### src/rtl/baudgen_pkg.sv
package baudgen_pkg;

    // Controller states of the generator.
    typedef enum logic [0:0] {
        ST_HALT = 1'b0,
        ST_RUN  = 1'b1
    } bg_state_e;

    // Division selection; the value follows the sync_mode pin.
    typedef enum logic [0:0] {
        MODE_ASYNC = 1'b0,
        MODE_SYNC  = 1'b1
    } bg_mode_e;

endpackage

### src/rtl/bg_prescale.sv
// Fixed prescaler: emits a pulse once every PRE_DIV enabled cycles.
module bg_prescale #(
    parameter int PRE_DIV = 4
) (
    input  logic clk,
    input  logic rst_n,
    input  logic clear,
    input  logic run,
    output logic pre_pulse
);
    localparam int PRE_W = (PRE_DIV > 2) ? $clog2(PRE_DIV) : 1;
    localparam logic [PRE_W-1:0] LAST = PRE_W'(PRE_DIV - 1);

    logic [PRE_W-1:0] phase_q;

    always_ff @(posedge clk or negedge rst_n) begin
        if (!rst_n) begin
            phase_q <= '0;
        end else if (clear) begin
            phase_q <= '0;
        end else if (run) begin
            phase_q <= (phase_q == LAST) ? '0 : phase_q + 1'b1;
        end
    end

    assign pre_pulse = run && !clear && (phase_q == LAST);

endmodule

### src/rtl/bg_reload_ctr.sv
// Reloading down-counter: on each step it counts down and reloads at zero.
module bg_reload_ctr #(
    parameter int CNT_W = 8
) (
    input  logic             clk,
    input  logic             rst_n,
    input  logic             clear,
    input  logic [CNT_W-1:0] load_val,
    input  logic             step,
    output logic             zero_hit
);
    logic [CNT_W-1:0] count_q;

    always_ff @(posedge clk or negedge rst_n) begin
        if (!rst_n) begin
            count_q <= '0;
        end else if (clear) begin
            count_q <= load_val;
        end else if (step) begin
            count_q <= (count_q == '0) ? load_val : count_q - 1'b1;
        end
    end

    assign zero_hit = step && (count_q == '0);

endmodule

### src/rtl/bg_os_div.sv
// Divide-by-RATIO stage on the base tick; flags the last step of each group.
module bg_os_div #(
    parameter int RATIO = 16
) (
    input  logic clk,
    input  logic rst_n,
    input  logic clear,
    input  logic step,
    output logic wrap
);
    localparam int OS_W = (RATIO > 2) ? $clog2(RATIO) : 1;
    localparam logic [OS_W-1:0] LAST = OS_W'(RATIO - 1);

    logic [OS_W-1:0] idx_q;

    always_ff @(posedge clk or negedge rst_n) begin
        if (!rst_n) begin
            idx_q <= '0;
        end else if (clear) begin
            idx_q <= '0;
        end else if (step) begin
            idx_q <= (idx_q == LAST) ? '0 : idx_q + 1'b1;
        end
    end

    assign wrap = step && (idx_q == LAST);

endmodule

### src/rtl/dual_baud_gen.sv
module dual_baud_gen
    import baudgen_pkg::*;
#(
    parameter int DIV_W    = 8,
    parameter int PRE_DIV  = 4,
    parameter int OS_RATIO = 16
) (
    input  logic             clk,
    input  logic             rst_n,
    input  logic             en,
    input  logic             sync_mode,
    input  logic             wr_en,
    input  logic [DIV_W-1:0] wr_data,
    output logic             bit_tick,
    output logic             os_tick,
    output logic [DIV_W-1:0] divisor_q
);
    bg_state_e        state_q;
    bg_state_e        state_d;
    bg_mode_e         mode;
    logic             clear;
    logic             run;
    logic [DIV_W-1:0] div_q;
    logic [DIV_W-1:0] load_val;
    logic             pre_pulse;
    logic             base_evt;
    logic             os_wrap;
    logic             bit_evt;
    logic             os_evt;
    logic             bit_tick_q;
    logic             os_tick_q;

    assign mode = bg_mode_e'(sync_mode);

    // Divisor register; reset clears it.
    always_ff @(posedge clk or negedge rst_n) begin
        if (!rst_n) begin
            div_q <= '0;
        end else if (wr_en) begin
            div_q <= wr_data;
        end
    end

    // The value being written takes effect on the same edge.
    assign load_val = wr_en ? wr_data : div_q;

    // Controller state register.
    always_ff @(posedge clk or negedge rst_n) begin
        if (!rst_n) begin
            state_q <= ST_HALT;
        end else begin
            state_q <= state_d;
        end
    end

    // Next state and controller outputs.
    always_comb begin
        state_d = state_q;
        clear   = 1'b1;
        run     = 1'b0;
        unique case (state_q)
            ST_HALT: begin
                if (en) begin
                    state_d = ST_RUN;
                end
            end
            ST_RUN: begin
                if (!en) begin
                    state_d = ST_HALT;
                end else begin
                    run   = 1'b1;
                    clear = wr_en;
                end
            end
            default: state_d = ST_HALT;
        endcase
    end

    bg_prescale #(
        .PRE_DIV (PRE_DIV)
    ) i_prescale (
        .clk       (clk),
        .rst_n     (rst_n),
        .clear     (clear),
        .run       (run),
        .pre_pulse (pre_pulse)
    );

    bg_reload_ctr #(
        .CNT_W (DIV_W)
    ) i_reload (
        .clk      (clk),
        .rst_n    (rst_n),
        .clear    (clear),
        .load_val (load_val),
        .step     (pre_pulse),
        .zero_hit (base_evt)
    );

    bg_os_div #(
        .RATIO (OS_RATIO)
    ) i_os_div (
        .clk   (clk),
        .rst_n (rst_n),
        .clear (clear),
        .step  (os_evt),
        .wrap  (os_wrap)
    );

    assign os_evt  = base_evt && (mode == MODE_ASYNC);
    assign bit_evt = (mode == MODE_SYNC) ? base_evt : os_wrap;

    // Registered single-cycle tick outputs.
    always_ff @(posedge clk or negedge rst_n) begin
        if (!rst_n) begin
            bit_tick_q <= 1'b0;
            os_tick_q  <= 1'b0;
        end else if (clear) begin
            bit_tick_q <= 1'b0;
            os_tick_q  <= 1'b0;
        end else begin
            bit_tick_q <= bit_evt;
            os_tick_q  <= os_evt;
        end
    end

    assign bit_tick  = bit_tick_q;
    assign os_tick   = os_tick_q;
    assign divisor_q = div_q;

endmodule

### config.mk
export PLATFORM = sky130hd
export DESIGN_NAME = dual_baud_gen
export DESIGN_NICKNAME = d
export VERILOG_FILES = /design/src/rtl/baudgen_pkg.sv /design/src/rtl/bg_prescale.sv /design/src/rtl/bg_reload_ctr.sv /design/src/rtl/bg_os_div.sv /design/src/rtl/dual_baud_gen.sv
export SDC_FILE = /design/constraint.sdc
export NUM_CORES = 1
export LEC_CHECK = 0
export ABC_AREA = 1
export CORE_MARGIN = 2
export CORE_UTILIZATION = 35
export DETAILED_ROUTE_END_ITERATION = 7
export PLACE_DENSITY = 0.59
export SYNTH_ARGS = -nofsm -noshare
export SYNTH_HDL_FRONTEND = slang
export SYNTH_SLANG_ARGS = --single-unit
### constraint.sdc
create_clock -name clk -period 2.1 [get_ports clk]
set_input_delay 0.42 -clock clk [delete_from_list [all_inputs] [get_ports clk]]
set_output_delay 0.42 -clock clk [all_outputs]
set_load 0.03 [all_outputs]
# --- Word-level counts from Yosys, hierarchy flattened ---
# Index checks and enable logic that the tools add are counted.
op_classes:
  add_sub_neg: 3
  n_eq_ne: 2
  muxes: 17
  bitwise_logic: 1
  n_reduce_logical: 10
ops:
  columns: ["cell", "n"]
  rows:
  - ["8-bit two-way mux", 4]
  - ["4-bit two-way mux", 3]
  - ["8-bit zero test", 1]
  - ["8-bit by 1-bit subtractor with 8-bit output, second input constant", 1]
  - ["1-bit two-way mux", 7]
  - ["2-bit two-way mux", 3]
  - ["2-bit nonzero test", 3]
  - ["1-bit logical AND", 5]
  - ["4-bit by 1-bit adder with 4-bit output, second input constant", 1]
  - ["4-bit == test, second input constant", 1]
  - ["2-bit by 1-bit adder with 2-bit output, second input constant", 1]
  - ["2-bit == test, second input constant", 1]
  - ["1-bit zero test", 1]
  - ["1-bit NOT", 1]
totals:
  register_bits: 25

# --- Depth between registers and ports, before layout ---
# Gate-level depths: netlist (run 1).
logic_depth:
  depth_word: 10
  ltp_mapped: 8
  mapped_depth_nobuf: 8

# --- By module ---
# Synthesis (run 1) repeated with hierarchy kept, for this count alone.
unflattened:
  hier_cells: 182
  area_unflattened_um2: 1406.3
by_module_without_submodules:
  columns: ["mod", "instances", "cells_each", "area_each_um2", "seq_area_each_um2"]
  rows:
  - ["bg_reload_ctr", 1, 92, 623.1, 200.2]
  - ["dual_baud_gen", 1, 50, 449.2, 275.3]
  - ["bg_os_div", 1, 26, 224.0, 100.1]
  - ["bg_prescale", 1, 14, 110.1, 50.0]

# --- Worst setup path before layout (run 1) ---
# Ideal clock, no wire load.
synth_timing:
  path_kind: "reg-to-reg"
  startpoint: "register i_reload.count_q[0]"
  endpoint: "register i_reload.count_q[5]"
  t_arrival_ns: 1.164
  required_time_ns: 1.983
  slack_ns: 0.820
  path_stages_with_launch: 8
  synth_period_minus_slack_ns: 1.280
  path_cell_list: "dfrtp_1 inv_1 ha_1 nand2_2 o21ai_4 nand2_1 nand3_1 nand2_1"
synth_via:
  elab_chain_cells: 4
synth_rtl:
  columns: ["item", "line_no", "rtl"]
  rows:
  - ["start, declared", "bg_reload_ctr.sv:12", "logic [CNT_W-1:0] count_q;"]
  - ["start signal, assigned", "bg_reload_ctr.sv:18", "count_q <= load_val;"]
  - ["start signal, assigned", "bg_reload_ctr.sv:20", "count_q <= (count_q == '0) ? load_val : count_q - 1'b1;"]
  - ["8-bit by 1-bit subtractor with 8-bit output / 8-bit zero test (equally long branches)", "bg_reload_ctr.sv:20", null]
  - ["8-bit two-way mux *", "bg_reload_ctr.sv:20", null]
  - ["8-bit two-way mux *", "bg_reload_ctr.sv:19", "end else if (step) begin"]
  - ["8-bit two-way mux *", "bg_reload_ctr.sv:17", "end else if (clear) begin"]
# Mark *: on every way between the ends. The rest lies on a longest branch, timed or not. The select of a mux whose other input is x is not followed.
# A chain may end at the register's enable or synchronous reset.

# --- Worst setup path after layout (run 1) ---
layout_timing:
  startpoint: "register div_q[4], in the netlist divisor_q[4]"
  endpoint: "output port divisor_q[4]"
layout_lines:
  columns: ["item", "line_no", "rtl"]
  rows:
  - ["start, declared", "dual_baud_gen.sv:23", "logic [DIV_W-1:0] div_q;"]
  - ["start signal, assigned", "dual_baud_gen.sv:40", "div_q <= wr_data;"]
  - ["end, declared", "dual_baud_gen.sv:16", "output logic [DIV_W-1:0] divisor_q"]
# No word-level cell between the ends.

==> results of run 1 <==
==> final cells by class <==
cell class,instances,share of cell area [%]
well taps,48,3.57
multi-input cells,117,37.4
inverters,21,5.13
flip-flops and latches,25,37.2
repair buffers,24,14.0
clock buffers,4,2.68
==> worst paths after layout <==
path                                                    from                                 to  slack, ns  cells after the start
max                                   divisor_q[4]$_DFF_PN0_                       divisor_q[4]       0.38                      1
min                        i_prescale.phase_q[0]$_DFFE_PN0P_  i_prescale.phase_q[0]$_DFFE_PN0P_       0.44                      1
max reg2reg                  i_reload.count_q[0]$_DFFE_PN0P_    i_reload.count_q[4]$_DFFE_PN0P_       0.57                      8
min reg2reg                i_prescale.phase_q[0]$_DFFE_PN0P_  i_prescale.phase_q[0]$_DFFE_PN0P_       0.44                      1
max in group asynchronous                              rst_n  i_prescale.phase_q[1]$_DFFE_PN0P_       1.34                      2
min in group asynchronous                              rst_n             divisor_q[1]$_DFF_PN0_       0.51                      2
==> cells by family (layout without fill, tap and decap cells) <==
kind of cell	count (synthesis)	in the layout	synth area share (%)
AO/OA/AOI/OAI	16	16	7.09
XOR/XNOR	2	2	1.31
adder cells (fa/ha/maj)	4	4	3.73
buffers and inverters	21	49	6.44
flip-flops	25	25	46.6
AND/OR/NAND/NOR	95	95	34.8
==> registers in the layout, indices dropped and copies added, names as in the netlist <==
name / flops
bit_tick: 1
divisor_q: 8
i_os_div.idx_q: 4
i_prescale.phase_q: 2
i_reload.count_q: 8
os_tick: 1
state_q: 1
==> placed cells by master, fill, tap and decap left out, drive strengths merged <==
| cell | instances |
|---|---|
| xnor2 | 1 |
| clkdlybuf4s50 | 22 |
| ha | 4 |
| o21ai | 13 |
| clkbuf | 4 |
| inv | 21 |
| dfrtp | 25 |
| nand4 | 2 |
| nor3 | 1 |
| a21oi | 3 |
| buf | 2 |
| nand3 | 19 |
| nand2 | 49 |
| or2 | 8 |
| nor2 | 16 |
| xor2 | 1 |
==> report_power, final <==
group	switching [µW]	total, µW	internal, µW
logic	134	226	92.5
registers	35.2	553	518
clock network	140	275	135
total	309	1060	746
==> metrics by stage <==
step	total power, µW	hold slack, ns
6_report	1060	0.439
5_1_grt	1120	0.455
4_1_cts	1070	0.445
3_5_place_dp	791	0.432
3_3_place_gp	785	0.437
2_1_floorplan	692	0.124
==> routing by layer <==
metal,part of all wire [%],vias to the layer above
li1,-,575
met1,48,530
met2,47,32
met3,4.5,2
met4,0.76,0
met5,0,-
==> cells in the mapped netlist (all sizes together) <==
cell	count
a21oi	3
dfrtp	25
ha	4
inv	21
nand2	49
nand3	19
nand4	2
nor2	16
nor3	1
o21ai	13
or2	8
xnor2	1
xor2	1
==> results.md, run 1 <==
- Share of post-route cells with drive strength above 1: 10.5%
- Via count of the first global-routing pass: 1106
- CTS Root Buffer Type: sky130_fd_sc_hd__clkbuf_8
- Outcome: complete, no violations
- CTS tree: yes
- Transition time at the pin with the least slew margin: about 0.33 ns
- Final non-filler cell area: 1680 µm²
- Yosys top cell area share: ~47%
- Post-DP HPWL: 2160 µm
- Via density per instance: 4.77
- Category of cells accounting for the largest share of critical-path delay: buffers and inverters
- Worst IR Drop VDD: approximately 0.35 mV
- Post-Route Skew: 0.00492 ns
- Area Overhead vs Synth: 25.4%
- Largest cells by area after synthesis: sky130_fd_sc_hd__dfrtp_1, sky130_fd_sc_hd__nand2_1, sky130_fd_sc_hd__nand3_1
- Met1 Use GR: 20.8%
- Synth warn: 0
- Path category of the worst min-delay check: reg2reg
- Endpoint arrival time on the critical path: 1.30 ns
- Placed cell count: 235
- Die height: 65.9 µm
- CTS Buf Count: 3
- Largest driver fanout on the critical path: 2
- Count of final hold-check violations: 0
- Number of storage elements in the synthesis netlist: 25
- Placed cell areas: 1640 µm²
- Setup repair bufs after CTS: 0
- Maximum number of pins on one net before global-route repair: 26
- RSZ-0062 raised after global routing: false
- Number of buffers on the longest clock path: 2
- Clk slew on worst S/H paths: 0.08 ns
- Number of nets at the end of the flow: 209
- Syn Inst Count: 163
- Post-detailed-routing wire length: 2770 µm
- Via Count: 1139
- Startpoint type of the worst setup path: flop
- Fraction of the yosys area taken by sequential cells: 46.6%
- Number of resized instances in the post-cts repair step: 0
- CTS sink count: 25
- Worst path slowest cell: sky130_fd_sc_hd__clkdlybuf4s50_1
- Number of ports placed on the die boundary: 23
- Antenna diode count: 0
- Number of nets with antenna violations after detailed routing: 0
- Critical setup path kind: reg2out
- Pre-CTS setup slack: about 0.25 ns
- Global routing usage summed across all routing layers: 14.9%
- Total Die Area: 4340 µm²
- Static leakage: ~0.0008 µW
- Total of hold buffers inserted after clock tree synthesis: 0
- Antenna violations before repair: 0
- Storage element area: 626 µm²
- RePlAce Congestion: 0.789
- Routed wire per std cell: 11.6 µm
- Yosys top cell by area: sky130_fd_sc_hd__dfrtp_1
- Fill count: 376
- Cells along the critical path: clkdlybuf4s50_1
- Tcrit/Tclk final: between 80 and 90%
- Power per Cell Area: 627 nW/µm²
- Number of H-tree levels: 1
- Die Span X: 65.9 µm
- Area occupied by multi-input gates: approximately 630 µm²
- Final Setup Violations: 0
- Unique masters post-synth: 24
- Stage delay of the slowest cell on the critical path: 0.68 ns
- Fmax: just under 0.6 GHz
- Net Count, Synth: 180
- Final non-filler cell total: 239
- Initial Util: 36.6%
- Final sum of negative setup slack: 0 ns
- Clock latency of the later-clocked register in the worst-skew pair: 0.26 ns
- Most congested layer reported by global routing: met2
- Met2 GRT Util: 23.5%
- Headroom to the max-slew limit: 78.1%
- Setup slack after layout: 0.384 ns
- Count of routing violations after the opening detailed-route iteration: 29
- Synthesized area: ~1300 µm²
- Number of rows in the core area: 22
- Count of max-cap constraint violations: 0
- Port Buf Inserts: 22
- Avg Inst Size Synth: 8.23 µm²
- GRT met3 Usage: 2.04%
- Number of pins exceeding their max-slew limit in the final report: 0
- Setup crit end kind: output pin
- Post-route core utilization: 45.9%
- Placeable core region: 3660 µm²
- Data required time at the worst endpoint: 1.68 ns
- Global route total overflow: 0
- Global-route wire length before repair: 5060 µm
- Worst path bufs/invs: 1
- Final period demand of the worst path: 1.72 ns
- Detailed-router iteration count before antenna repair: 4
- DRC violation count after routing: 0
Power figures use the tool's default switching activity.
==> inputs of run 2 (changes only) <==
PLACE_DENSITY = 0.61   (was 0.59)
clock period = 1.5 ns   (was 2.1 ns; I/O delays follow)
==> run 2 against run 1 <==
  * Worst setup slack got worse by 0.27 ns
  * Sequential power increased by 40%
  * Critical path depth up 6
  * Clock skew down 0.0017 ns
  * Critical path type is now reg2reg
  * Die area stayed put
  * Via count up 1.1%
  * Power increased by 43%
  * Count of clock-buffer cells in the layout unchanged
  * Largest cell class unchanged
==> results.md, run 2 (synthesis results as in run 1) <==
- Outcome: complete, no violations
- Worst IR Drop VDD: 0.472 mV (+35%)
- Worst path slowest cell: sky130_fd_sc_hd__dfrtp_1
- Most frequent standard cell in the layout excluding fill and tap cells: sky130_fd_sc_hd__nand2_1
- Area occupied by multi-input gates: 643 µm² (+2.2%)
- Number of ports placed on the die boundary: 23 (unchanged)
- CTS sink count: 25 (unchanged)
- Via density per instance: 4.62 (-3.0%)
- Post-Route Skew: 0.00324 ns (-0.00168 ns)
- Power per Cell Area: 862 nW/µm² (+37%)
- Setup repair bufs after CTS: 0 (unchanged)
- Stage delay of the slowest cell on the critical path: 0.41 ns (-0.27 ns)
- Critical setup path kind: reg2reg
- Post-DP HPWL: 2150 µm (-0.48%)
- Worst path bufs/invs: 1 (unchanged)
- Data required time at the worst endpoint: 1.67 ns (about the same)
- Tcrit/Tclk final: 92.2%
- Static leakage: 0.000862 µW (+7.4%)
- Total Die Area: 4340 µm² (unchanged)
- Depth of the critical timing path with buffers and inverters included: 7 (+6)
- Global route total overflow: 0 (unchanged)
- Category of cells accounting for the largest share of critical-path delay: flip-flops
- Clk slew on worst S/H paths: 0.09 ns (about the same)
- Detailed-router iteration count before antenna repair: 4 (unchanged)
- Number of nets with antenna violations after detailed routing: 0 (unchanged)
- Global routing usage summed across all routing layers: 15.0% (+0.092 points)
- Final period demand of the worst path: 1.38 ns
- Share of post-route cells with drive strength above 1: 15.9% (+5.4 points)
- Count of routing violations after the opening detailed-route iteration: 44 (+52%)
- Routed wire per std cell: 11.6 µm (-0.28%)
- Storage element area: 627 µm² (+0.20%)
- Die height: 65.9 µm (unchanged)
- Count of final hold-check violations: 0 (unchanged)
- Headroom to the max-slew limit: 77.7% (-0.43 points)
- Number of pins exceeding their max-slew limit in the final report: 0 (unchanged)
- Cell count of the worst reg-to-reg path: 7 (-1)
- Final Setup Violations: 0 (unchanged)
- Transition time at the pin with the least slew margin: 0.332 ns (+0.00645 ns)
- Most frequent cells in the layout: sky130_fd_sc_hd__nand2_1, sky130_fd_sc_hd__dfrtp_1, sky130_fd_sc_hd__nand3_1, sky130_fd_sc_hd__inv_1, sky130_fd_sc_hd__clkdlybuf4s50_1
- Fill count: 367 (-2.4%)
- Cells along the critical path: inv_2 -> ha_1 -> nand2_2 -> o21ai_2 -> nand2_1 -> nand3_1 -> nand2_1
- Antenna violations before repair: 0 (unchanged)
- Area Overhead vs Synth: 30.6%
- Fmax: between 0.7 and 0.8 GHz
- Path category of the worst min-delay check: in2async
- Number of rows in the core area: 22 (unchanged)
- Endpoint arrival time on the critical path: 1.55 ns (+0.25 ns)
- Maximum number of pins on one net before global-route repair: 26 (unchanged)
- Total power: 1510 µW (+43%)
- Final hold slack: 0.385 ns (-0.0538 ns)
- DRC violation count after routing: 0 (unchanged)
- Via count of the first global-routing pass: 1172 (+6.0%)
- Setup crit end kind: flop
- Initial Util: 36.6% (unchanged)
- RSZ-0062 raised after global routing: false
- Number of nets at the end of the flow: 219 (+4.8%)
- CTS Buf Count: 3 (unchanged)
- Worst path most repeated cell: sky130_fd_sc_hd__nand2_1
- Number of buffers on the longest clock path: 2 (unchanged)
- Startpoint type of the worst setup path: flop
- Largest driver fanout on the critical path: 5 (+3)
- Die Span X: 65.9 µm (unchanged)
- Clock latency of the later-clocked register in the worst-skew pair: 0.26 ns (about the same)
- Global-route wire length before repair: 5100 µm (+0.83%)
- Placeable core region: 3660 µm² (unchanged)
- Antenna diode count: 0 (unchanged)
- Number of H-tree levels: 1 (unchanged)
- Port Buf Inserts: 22 (unchanged)
- CTS tree: yes
- Count of max-cap constraint violations: 0 (unchanged)
- RePlAce Congestion: 0.758 (-3.9%)
- Via Count: 1151 (+1.1%)
- CTS Root Buffer Type: sky130_fd_sc_hd__clkbuf_8
- Post-detailed-routing wire length: 2880 µm (+3.9%)
## run 2: changes by cell type in the layout (fill, tap and decap cells not counted), sizes merged
cell	change
buf	+9
clkdlybuf4s50	-10
dlygate4sd2	+10
o21ai	+1
## run 2: final timing paths
path	start	to	slack, ns
max	i_reload.count_q[0]$_DFFE_PN0P_	i_reload.count_q[2]$_DFFE_PN0P_	0.12
min	rst_n	divisor_q[0]$_DFF_PN0_	0.38
max reg2reg	i_reload.count_q[0]$_DFFE_PN0P_	i_reload.count_q[2]$_DFFE_PN0P_	0.12
min reg2reg	i_prescale.phase_q[0]$_DFFE_PN0P_	i_prescale.phase_q[0]$_DFFE_PN0P_	0.44
max in group asynchronous	rst_n	i_reload.count_q[3]$_DFFE_PN0P_	0.85
min in group clk	i_prescale.phase_q[0]$_DFFE_PN0P_	i_prescale.phase_q[0]$_DFFE_PN0P_	0.44
## run 2: power breakdown
part           internal (µW)  total, µW  switching [µW]
clock                    190        405             215
sequential               726        774            48.1
combinational            137        330             193
## run 2: layout make-up
cell class,count,area share (%)
repair buffers,33,16.6
multi-input cells,118,36.7
inverters,21,4.93
well taps,48,3.43
flip-flops and latches,25,35.8
clock buffers,4,2.57
## run 2: repair_timing
action,in CTS,in global routing
hold buffers,0,0
setup endpoints to repair,10,12
pin swaps,0,2
cloned,0,1
endpoints found under the hold margin,0,0
gates resized for setup,10,3
## run 2: metal layers
metal	global-route usage [%]	part of all wire, %	routed length [µm]	up-vias
met3	2.04	3.3	95	2
met5	0	0	0	-
li1	-	-	-	595
met2	25.0	47	1360	25
met1	20.4	49	1410	529
met4	3.91	0.69	20	0
## run 2: worst register-to-register path: cells and delay by family (launching register included)
kind / cells / cell delay [ns]
flip-flops: 1 / 0.41
AND/OR/NAND/NOR: 4 / 0.35
AO/OA/AOI/OAI: 1 / 0.27
adder cells (fa/ha/maj): 1 / 0.17
buffers and inverters: 1 / 0.09
## run 2: metrics by stage
| stage | instances | TNS, ns | cell area (µm²) | worst slack (ns) | utilization (%) |
|---|---|---|---|---|---|
| after floorplan | 163 | 0 | 1340 | 0.220 | - |
| after global placement | 244 | -0.960 | 1700 | -0.121 | 46.5 |
| after detailed placement | 244 | -1.30 | 1700 | -0.148 | 46.5 |
| after CTS | 248 | 0 | 1740 | 0.0129 | 47.4 |
| after global routing | 249 | 0 | 1750 | 0.00187 | 47.8 |
| final | 249 | 0 | 1750 | 0.116 | 47.8 |
==> inputs of run 3 (changes only) <==
MAX_ROUTING_LAYER = met4   (was not set)
SLEW_MARGIN = 10   (was not set)
==> results of run 3 <==
Same layout as run 2: the final DEF is identical, and so are final timing and power.
Among the figures that moved: final weighted congestion in routability-driven placement 0.758 -> 0.768; overall routing resource usage 15.0% -> 15.4%; violation count after the first detailed-route iteration 44 -> 45
